$ cat config.mk
export PLATFORM = sky130hd
export DESIGN_NAME = spi_clk_prescaler
export DESIGN_NICKNAME = d
export VERILOG_FILES = /design/src/rtl/spi_presc_pkg.sv /design/src/rtl/spi_presc_cfg.sv /design/src/rtl/spi_presc_pre.sv /design/src/rtl/spi_presc_baud.sv /design/src/rtl/spi_clk_prescaler.sv
export SDC_FILE = /design/constraint.sdc
export NUM_CORES = 1
export LEC_CHECK = 0
export BUFFER_PORTS_ARGS = -buffer_cell sky130_fd_sc_hd__buf_2
export CAP_MARGIN = 20
export CORE_MARGIN = 3
export CORE_UTILIZATION = 47
export CTS_CLUSTER_DIAMETER = 100
export DETAILED_ROUTE_END_ITERATION = 7
export PLACE_DENSITY = 0.74
export SLEW_MARGIN = 20
export SYNTH_ARGS = -nofsm -noshare
export SYNTH_HDL_FRONTEND = slang
export SYNTH_SLANG_ARGS = --single-unit
export TNS_END_PERCENT = 100
$ cat constraint.sdc
create_clock -name clk -period 1.75 [get_ports clk]
set_input_delay 0.0875 -clock clk [delete_from_list [all_inputs] [get_ports clk]]
set_output_delay 0.0875 -clock clk [all_outputs]
set_load 0.01 [all_outputs]
$ cat src/rtl/spi_presc_pkg.sv
package spi_presc_pkg;

    parameter int DIV_W   = 2;
    parameter int BRG_W   = 6;
    parameter int BRG_MIN = 4;
    // pre-divider counter must count up to (2 << max DIV) - 1
    parameter int PRE_W   = 1 << DIV_W;

    typedef struct packed {
        logic [DIV_W-1:0] div;
        logic [BRG_W-1:0] brg;
    } presc_cfg_t;

    localparam presc_cfg_t CFG_RESET = '{div: '0, brg: BRG_W'(BRG_MIN)};

    // terminal count of the pre-divider: (2 << d) - 1
    function automatic logic [PRE_W-1:0] pre_last(input logic [DIV_W-1:0] d);
        logic [PRE_W:0] span;
        logic [PRE_W:0] lastv;
        span  = (PRE_W+1)'(2) << d;
        lastv = span - (PRE_W+1)'(1);
        return lastv[PRE_W-1:0];
    endfunction

    function automatic logic [BRG_W-1:0] brg_floor(input logic [BRG_W-1:0] b);
        return (b < BRG_W'(BRG_MIN)) ? BRG_W'(BRG_MIN) : b;
    endfunction

endpackage

$ cat src/rtl/spi_presc_cfg.sv
module spi_presc_cfg
    import spi_presc_pkg::*;
#(
    parameter int CFG_DIV_W = DIV_W,
    parameter int CFG_BRG_W = BRG_W,
    parameter int CFG_MIN   = BRG_MIN
) (
    input  logic                 clk,
    input  logic                 rst,
    input  logic                 en,
    input  logic [CFG_DIV_W-1:0] div_in,
    input  logic [CFG_BRG_W-1:0] brg_in,
    output presc_cfg_t           cfg_o
);

    logic [CFG_BRG_W-1:0] brg_eff;

    generate
        if (CFG_MIN > 0) begin : g_clamp
            assign brg_eff = brg_floor(brg_in);
        end else begin : g_pass
            assign brg_eff = brg_in;
        end
    endgenerate

    always_ff @(posedge clk) begin
        if (rst) begin
            cfg_o <= CFG_RESET;
        end else if (!en) begin
            cfg_o.div <= div_in;
            cfg_o.brg <= brg_eff;
        end
    end


    brg_floor_chk: assert property (@(posedge clk) disable iff (rst)
        cfg_o.brg >= CFG_BRG_W'(CFG_MIN));


    cfg_hold_chk: assert property (@(posedge clk) disable iff (rst)
        (en && $past(en) && !$past(rst)) |-> $stable(cfg_o));

endmodule

$ cat src/rtl/spi_presc_pre.sv
module spi_presc_pre
    import spi_presc_pkg::*;
#(
    parameter int PRE_DIV_W = DIV_W,
    parameter int PRE_CNT_W = PRE_W
) (
    input  logic                 clk,
    input  logic                 rst,
    input  logic                 en,
    input  logic [PRE_DIV_W-1:0] div,
    output logic                 tick_o
);

    logic [PRE_CNT_W-1:0] cnt_q;
    logic [PRE_CNT_W-1:0] last;
    logic                 at_last;

    assign last    = pre_last(div);
    assign at_last = (cnt_q == last);
    assign tick_o  = en && at_last;

    always_ff @(posedge clk) begin
        if (rst || !en) begin
            cnt_q <= '0;
        end else if (at_last) begin
            cnt_q <= '0;
        end else begin
            cnt_q <= cnt_q + PRE_CNT_W'(1);
        end
    end


    pre_restart_chk: assert property (@(posedge clk) disable iff (rst)
        !en |=> (cnt_q == '0));


    pre_range_chk: assert property (@(posedge clk) disable iff (rst)
        cnt_q <= last);

endmodule

$ cat src/rtl/spi_presc_baud.sv
module spi_presc_baud
    import spi_presc_pkg::*;
#(
    parameter int BD_W = BRG_W
) (
    input  logic            clk,
    input  logic            rst,
    input  logic            en,
    input  logic            tick,
    input  logic [BD_W-1:0] brg,
    output logic            phase_o,
    output logic            lead_o,
    output logic            trail_o
);

    typedef enum logic {PH_IDLE = 1'b0, PH_ACTIVE = 1'b1} phase_e;

    phase_e          phase_q;
    logic [BD_W-1:0] bcnt_q;
    logic            flip;

    assign flip    = tick && (bcnt_q == brg);
    assign phase_o = (phase_q == PH_ACTIVE);

    always_ff @(posedge clk) begin
        if (rst || !en) begin
            bcnt_q  <= '0;
            phase_q <= PH_IDLE;
            lead_o  <= 1'b0;
            trail_o <= 1'b0;
        end else begin
            lead_o  <= flip && (phase_q == PH_IDLE);
            trail_o <= flip && (phase_q == PH_ACTIVE);
            if (tick) begin
                if (flip) begin
                    bcnt_q  <= '0;
                    phase_q <= (phase_q == PH_IDLE) ? PH_ACTIVE : PH_IDLE;
                end else begin
                    bcnt_q <= bcnt_q + BD_W'(1);
                end
            end
        end
    end


    off_state_chk: assert property (@(posedge clk) disable iff (rst)
        !en |=> (!phase_o && !lead_o && !trail_o));


    lead_level_chk: assert property (@(posedge clk) disable iff (rst)
        lead_o |-> phase_o);


    trail_level_chk: assert property (@(posedge clk) disable iff (rst)
        trail_o |-> !phase_o);


    lead_width_chk: assert property (@(posedge clk) disable iff (rst)
        lead_o |=> !lead_o);


    trail_width_chk: assert property (@(posedge clk) disable iff (rst)
        trail_o |=> !trail_o);

endmodule

$ cat src/rtl/spi_clk_prescaler.sv
module spi_clk_prescaler
    import spi_presc_pkg::*;
#(
    parameter int TOP_DIV_W = DIV_W,
    parameter int TOP_BRG_W = BRG_W
) (
    input  logic                 clk,
    input  logic                 rst,
    input  logic                 en,
    input  logic [TOP_DIV_W-1:0] div_sel,
    input  logic [TOP_BRG_W-1:0] brg_sel,
    input  logic                 cpol,
    output logic                 sclk,
    output logic                 lead_pulse,
    output logic                 trail_pulse
);

    localparam int CNT_W = 1 << TOP_DIV_W;

    presc_cfg_t cfg;
    logic       tick;
    logic       phase;

    spi_presc_cfg #(
        .CFG_DIV_W (TOP_DIV_W),
        .CFG_BRG_W (TOP_BRG_W),
        .CFG_MIN   (BRG_MIN)
    ) u_cfg (
        .clk    (clk),
        .rst    (rst),
        .en     (en),
        .div_in (div_sel),
        .brg_in (brg_sel),
        .cfg_o  (cfg)
    );

    spi_presc_pre #(
        .PRE_DIV_W (TOP_DIV_W),
        .PRE_CNT_W (CNT_W)
    ) u_pre (
        .clk    (clk),
        .rst    (rst),
        .en     (en),
        .div    (cfg.div),
        .tick_o (tick)
    );

    spi_presc_baud #(
        .BD_W (TOP_BRG_W)
    ) u_baud (
        .clk     (clk),
        .rst     (rst),
        .en      (en),
        .tick    (tick),
        .brg     (cfg.brg),
        .phase_o (phase),
        .lead_o  (lead_pulse),
        .trail_o (trail_pulse)
    );

    assign sclk = phase ^ cpol;


    edge_excl_chk: assert property (@(posedge clk) disable iff (rst)
        !(lead_pulse && trail_pulse));


    sclk_quiet_chk: assert property (@(posedge clk) disable iff (rst)
        (!lead_pulse && !trail_pulse && $stable(cpol) && !$past(rst)) |-> $stable(sclk));

endmodule

==> metrics, run 1 <==
Syn Inst Count 97; post-synthesis average cell area 10.1 µm²; die area 2670 µm²; fin worst setup slack 0.110 ns; area leader, netlist dfxtp_1; syn_nets 111; I/O pin cnt 15; final instance area 1150 µm²; Clock transition at path regs 0.11 ns; Buffers on Ports 14; post-route DRC violation count 0; ys flop type dfxtp_1; initial antenna violation count 0; first-pass GRT wire length 3120 µm; leak pwr 0.440 nW; Worst Path Max Fanout 7; Hold Path Class in2reg; TritonCTS buffer count 3; placed cells 136; register area 425 µm²; maximum VDD drop 0.704 mV; arrival time worst endpoint 1.88 ns; Multi-input gate area 566 µm²; layout cells sized above 1 0.256; # Max-Cap Violations 0; clk buf depth 2; top cell type's share of synthesized area 0.428; final WL 1830 µm; routed len/inst 12.9 µm; nets@finish 132; EDFF count, synth 0; Worst path max stage delay 0.42 ns; Cell Chain, Critical Path and4_1 -> o31ai_4 -> a21boi_2 -> a21o_2 -> nor2_1; Slew @ Worst Pin 0.393 ns; GR Overflow Total 0; postcts setup bufs 0; number of global-route vias before repair 684; kind of critical path reg2reg; total power 0.000814 W; synth top area cells dfxtp_1 43%, xnor2_1 8.0%, mux2i_1 6.1%, nor2_1 5.7%, xor2_1 3.6%; Setup TNS Final 0 ns; GRT Resource Usage Total 0.156; FFs w/ async S/R, synth 0; setup violators final 0; HPWL after detailed placement 1420 µm; Rel. slew slack 0.731; Synth Cell Area 982 µm²; Final Slew Violations 0; Initial Util 0.534; fill count 176; register area share after synthesis 0.428; Yosys Warn Count 0; critical path launch point type flop; Vias/cell 5.31; Synth-to-Final Area Change 17.5%; GP Congestion 0.859; PD cells 706 nW/µm²; H-tree levels 1; Yosys cell types 31; DRT Pass-1 Iters 4; Final min period 1.64 ns; clock skew 0.00217 ns; DR iter-0 viols 10; final std cells w/o fill 142; CTS tree built; Die Y 51.7 µm; buffers and inverters on the worst path 0; Crit path max-delay family compound AO/OA/AOI/OAI gates; Final ANT Viol Nets 0; largest net degree at the start of global routing 12; Place WS 0.0499 ns; final-report hold violation count 0; vias post-DR 754; Clock Sinks 21; Slowest cell on crit path o31ai_4; core region area 1840 µm²; Synth top cells by count 21 x dfxtp_1, 15 x nor2_1, 9 x xnor2_1; Post-DP Area 1090 µm²; most frequent cell after synthesis dfxtp_1; Worst setup EP type flop; root buffer cell clkbuf_4; site row count 15; final cycle utilization of the critical path 0.937; number of diodes 0; die span in x 51.7 µm; Skew-Pair Late Insertion Delay 0.30 ns; Max Clk Rate 610 MHz; required time of the critical path 1.99 ns; synthesis-stage register bit count 21; status finished clean
==> flip-flops by register name, indices dropped and copies added (netlist names) <==
register / count
u_cfg.cfg_o: 8
u_baud.trail_o: 1
u_baud.bcnt_q: 6
u_baud.lead_o: 1
u_pre.cnt_q: 4
u_baud.phase_o: 1
==> area by class of cell <==
type                            instances  share of cell area
Multi-Input combinational cell         73               0.490
Inverter                                2             0.00651
Sequential cell                        21               0.369
Timing Repair Buffer                   17              0.0846
Tap cell                               25              0.0271
Clock buffer                            4              0.0228
==> layer usage <==
layer | up-vias | global-route usage | wire [µm] | part of all wire
met4 | 0 | 0.0131 | 18 | 0.0099
met1 | 336 | 0.195 | 841 | 0.46
met5 | - | 0 | 0 | 0
met3 | 4 | 0.0630 | 117 | 0.064
li1 | 387 | - | - | -
met2 | 27 | 0.263 | 849 | 0.46
==> tightest hold or removal path, stage by stage <==
cell and delay (ns):
buf_2 0.08, mux2i_1 0.05, nor2_1 0.07
==> layout by cell type, fill, tap and decap left out, types with 2 or more instances in the layout <==
master         synthesis  layout
a2111oi_0              2       2
xor2_1                 4       4
nand3_1                3       3
a21oi_2                2       2
dfxtp_1               21      19
a211oi_1               2       2
nand2b_1               2       2
inv_1                  2       2
nor2_1                15      15
mux2i_1                6       6
buf_2                  0      14
ha_1                   2       2
a22o_1                 2       2
nand2_1                5       5
nor3_1                 3       2
xnor2_1                9       9
dlygate4sd3_1          0       2
clkbuf_4               0       3
nand4_1                2       2
==> per-stage QoR <==
stage | hold WS [ns] | utilization
2_1_floorplan | 0.160 | -
3_3_place_gp | 0.298 | 0.591
3_5_place_dp | 0.303 | 0.591
4_1_cts | 0.00617 | 0.616
5_1_grt | 0.0215 | 0.627
6_report | 0.0175 | 0.627
==> path summary, 6_finish.rpt <==
kind	from	endpoint	slack, ns	depth (start not counted)
min reg2reg	u_baud.phase_o	u_baud.lead_o	0.51	1
min	div_sel[1]	u_cfg.cfg_o[7]	0.02	3
max	u_cfg.cfg_o[7]	u_baud.bcnt_q[4]	0.11	5
max reg2reg	u_cfg.cfg_o[7]	u_baud.bcnt_q[4]	0.11	5
==> kinds of logic (layout without fill, tap and decap cells) <==
family                     count (synthesis)  after routing  share of synthesized area
and+or+nand+nor                           37             37                      0.196
DFF                                       21             21                      0.428
AOI/OAI and AO/OA                         15             15                      0.162
xor gates and xnor gates                  13             13                      0.116
muxes                                      6              6                     0.0611
buffers and inverters                      3             23                     0.0115
adders and majority gates                  2              2                     0.0255
==> power breakdown <==
group	internal (W)	leakage [nW]	switching, W
combinational	0.0000420	0.252	0.0000455
clock	0.0000888	0.0150	0.000134
sequential	0.000490	0.172	0.0000140
==> what timing repair did <==
item / in CTS / in global routing
hold endpoints to repair: 2 / 0
hold buffers: 2 / 0
endpoints found under the setup margin: 0 / 9
gates resized for setup: 0 / 6
Note: power is estimated with default switching activity, not from simulation.
==> inputs of run 2 (changes only) <==
- SETUP_SLACK_MARGIN: unset -> 0.3
==> run 2 against run 1 <==
Against the previous run: combinational power increased by 20%; clock skew increased by 0.00051 ns; total power increased by 3.7%; final cell count increased by 4.2%; cell area increased by 7.7%; non-clock buffer count increased by 6; routed wire length increased by 7.7%; critical path depth unchanged; maximum frequency increased by 1.9%; register-to-register slack improved by 0.03 ns; clock-buffer cell count decreased by 1; largest power group unchanged.
==> metrics, run 2 (synthesis results as in run 1) <==
nets@finish 138; Synth-to-Final Area Change 26.5%; GP Congestion 0.837; commonest non-fill, non-tap cells in the layout 16 x dfxtp_1, 14 x buf_2, 13 x nor2_1, 9 x xnor2_1, 6 x mux2i_1; routed len/inst 13.3 µm; kind of critical path reg2reg; Most flops, register u_cfg.cfg_o; Setup TNS Final 0 ns; largest net degree at the start of global routing 13; leak pwr 0.477 nW; Slew @ Worst Pin 0.523 ns; clk buf depth 2; total power 0.000844 W; final cycle utilization of the critical path 0.920; die area 2670 µm²; maximum VDD drop 0.595 mV; Hold Path Class in2reg; Rel. slew slack 0.651; Final ANT Viol Nets 0; arrival time worst endpoint 1.86 ns; vias post-DR 785; Clock transition at path regs 0.12 ns; Cell Chain, Critical Path and4bb_1 -> o31ai_4 -> a21boi_2 -> a21o_4 -> a21oi_2; Reg2Reg Setup Slack 0.14 ns; TritonCTS buffer count 3; required time of the critical path 2.00 ns; site row count 15; Post-DP Area 1110 µm²; DR iter-0 viols 16; DRT Pass-1 Iters 4; initial antenna violation count 0; HPWL after detailed placement 1380 µm; Place WS 0.106 ns; Die Y 51.7 µm; PD cells 680 nW/µm²; buffers and inverters on the worst path 0; # Max-Cap Violations 0; number of global-route vias before repair 770; Vias/cell 5.30; Final min period 1.61 ns; hold wc startpoint div_sel[0]; hold path endpoint u_cfg.cfg_o[6]; GR Overflow Total 0; Worst Path Max Fanout 7; Worst path max stage delay 0.41 ns; Slowest cell on crit path o31ai_4; first-pass GRT wire length 3350 µm; Skew-Pair Late Insertion Delay 0.31 ns; Initial Util 0.534; H-tree levels 1; RSZ-0062 raised after global routing true; RR Startpoint u_cfg.cfg_o[6]; post-route DRC violation count 0; worst r2r path cells 5; die span in x 51.7 µm; number of diodes 0; Clock Sinks 21; fill count 159; worst hold slack 0.0136 ns; top flop regs u_cfg.cfg_o: 8 flops, u_baud.bcnt_q: 6 flops, u_pre.cnt_q: 4 flops; clock skew 0.00268 ns; critical path launch point type flop; worst reg2reg endpoint u_baud.bcnt_q[2]; Buffers on Ports 14; setup violators final 0; commonest non-fill, non-tap cell in the layout dfxtp_1; layout cells sized above 1 0.358; I/O pin cnt 15; Max Clk Rate 621 MHz; final WL 1970 µm; Final Slew Violations 0; max reg flops 8; CTS tree built; Hold Path Depth 3; fin worst setup slack 0.140 ns; Crit path max-delay family compound AO/OA/AOI/OAI gates; final-report hold violation count 0; status finished clean; final instance area 1240 µm²; GRT Resource Usage Total 0.171; root buffer cell clkbuf_4; core region area 1840 µm²; Worst setup EP type flop
==> run 2: tightest hold or removal path, cell delays in order <==
cell and delay [ns]:
buf_2 0.08, mux2i_1 0.05, nor2_1 0.08
==> run 2: timing repair <==
action,4_1_cts,5_1_grt
gates resized for setup,6,6
hold endpoints to repair,2,1
setup buffers,2,2
pin swaps,8,1
setup endpoints to repair,11,12
hold buffers,2,1
==> run 2: worst max path at each step <==
stage	from	slack, ns	end	cells after the start
2_1_floorplan	u_pre.cnt_q[3]	0.27	u_baud.phase_o	5
3_3_place_gp	u_cfg.cfg_o[6]	0.10	u_baud.phase_o	5
3_5_place_dp	u_cfg.cfg_o[6]	0.11	u_baud.bcnt_q[2]	5
4_1_cts	u_cfg.cfg_o[6]	0.16	u_baud.bcnt_q[2]	5
5_1_grt	u_cfg.cfg_o[6]	0.08	u_baud.bcnt_q[2]	5
6_report	u_cfg.cfg_o[6]	0.14	u_baud.bcnt_q[2]	5
==> run 2: per-layer routing <==
layer  global-route usage  vias up  wire length (µm)
met5                    0        -                 0
met4                0.105        0                44
met3               0.0344        5                84
met2                0.254       21               926
met1                0.225      364               910
li1                     -      395                 -
==> run 2: where the power goes <==
group | leakage (nW) | total, W | switching (W) | internal [W]
Sequential | 0.174 | 0.000503 | 0.0000142 | 0.000489
Combinational | 0.285 | 0.000105 | 0.0000534 | 0.0000521
Clock | 0.0177 | 0.000236 | 0.000150 | 0.0000854
==> run 2: metrics by stage <==
| stage | std cells | utilization |
|---|---|---|
| after floorplan | 97 | - |
| after global placement | 137 | 0.604 |
| after detailed placement | 137 | 0.604 |
| after CTS | 145 | 0.652 |
| after global routing | 148 | 0.676 |
| final | 148 | 0.676 |
==> run 2: final cells by class <==
class	instances	area [µm²]	area share
Timing Repair Buffer	23	149	0.120
Inverter	2	7.51	0.00604
Clock inverter	1	5.00	0.00403
Tap cell	25	31.3	0.0252
Sequential cell	21	432	0.347
Clock buffer	3	22.5	0.0181
Multi-Input combinational cell	73	596	0.479
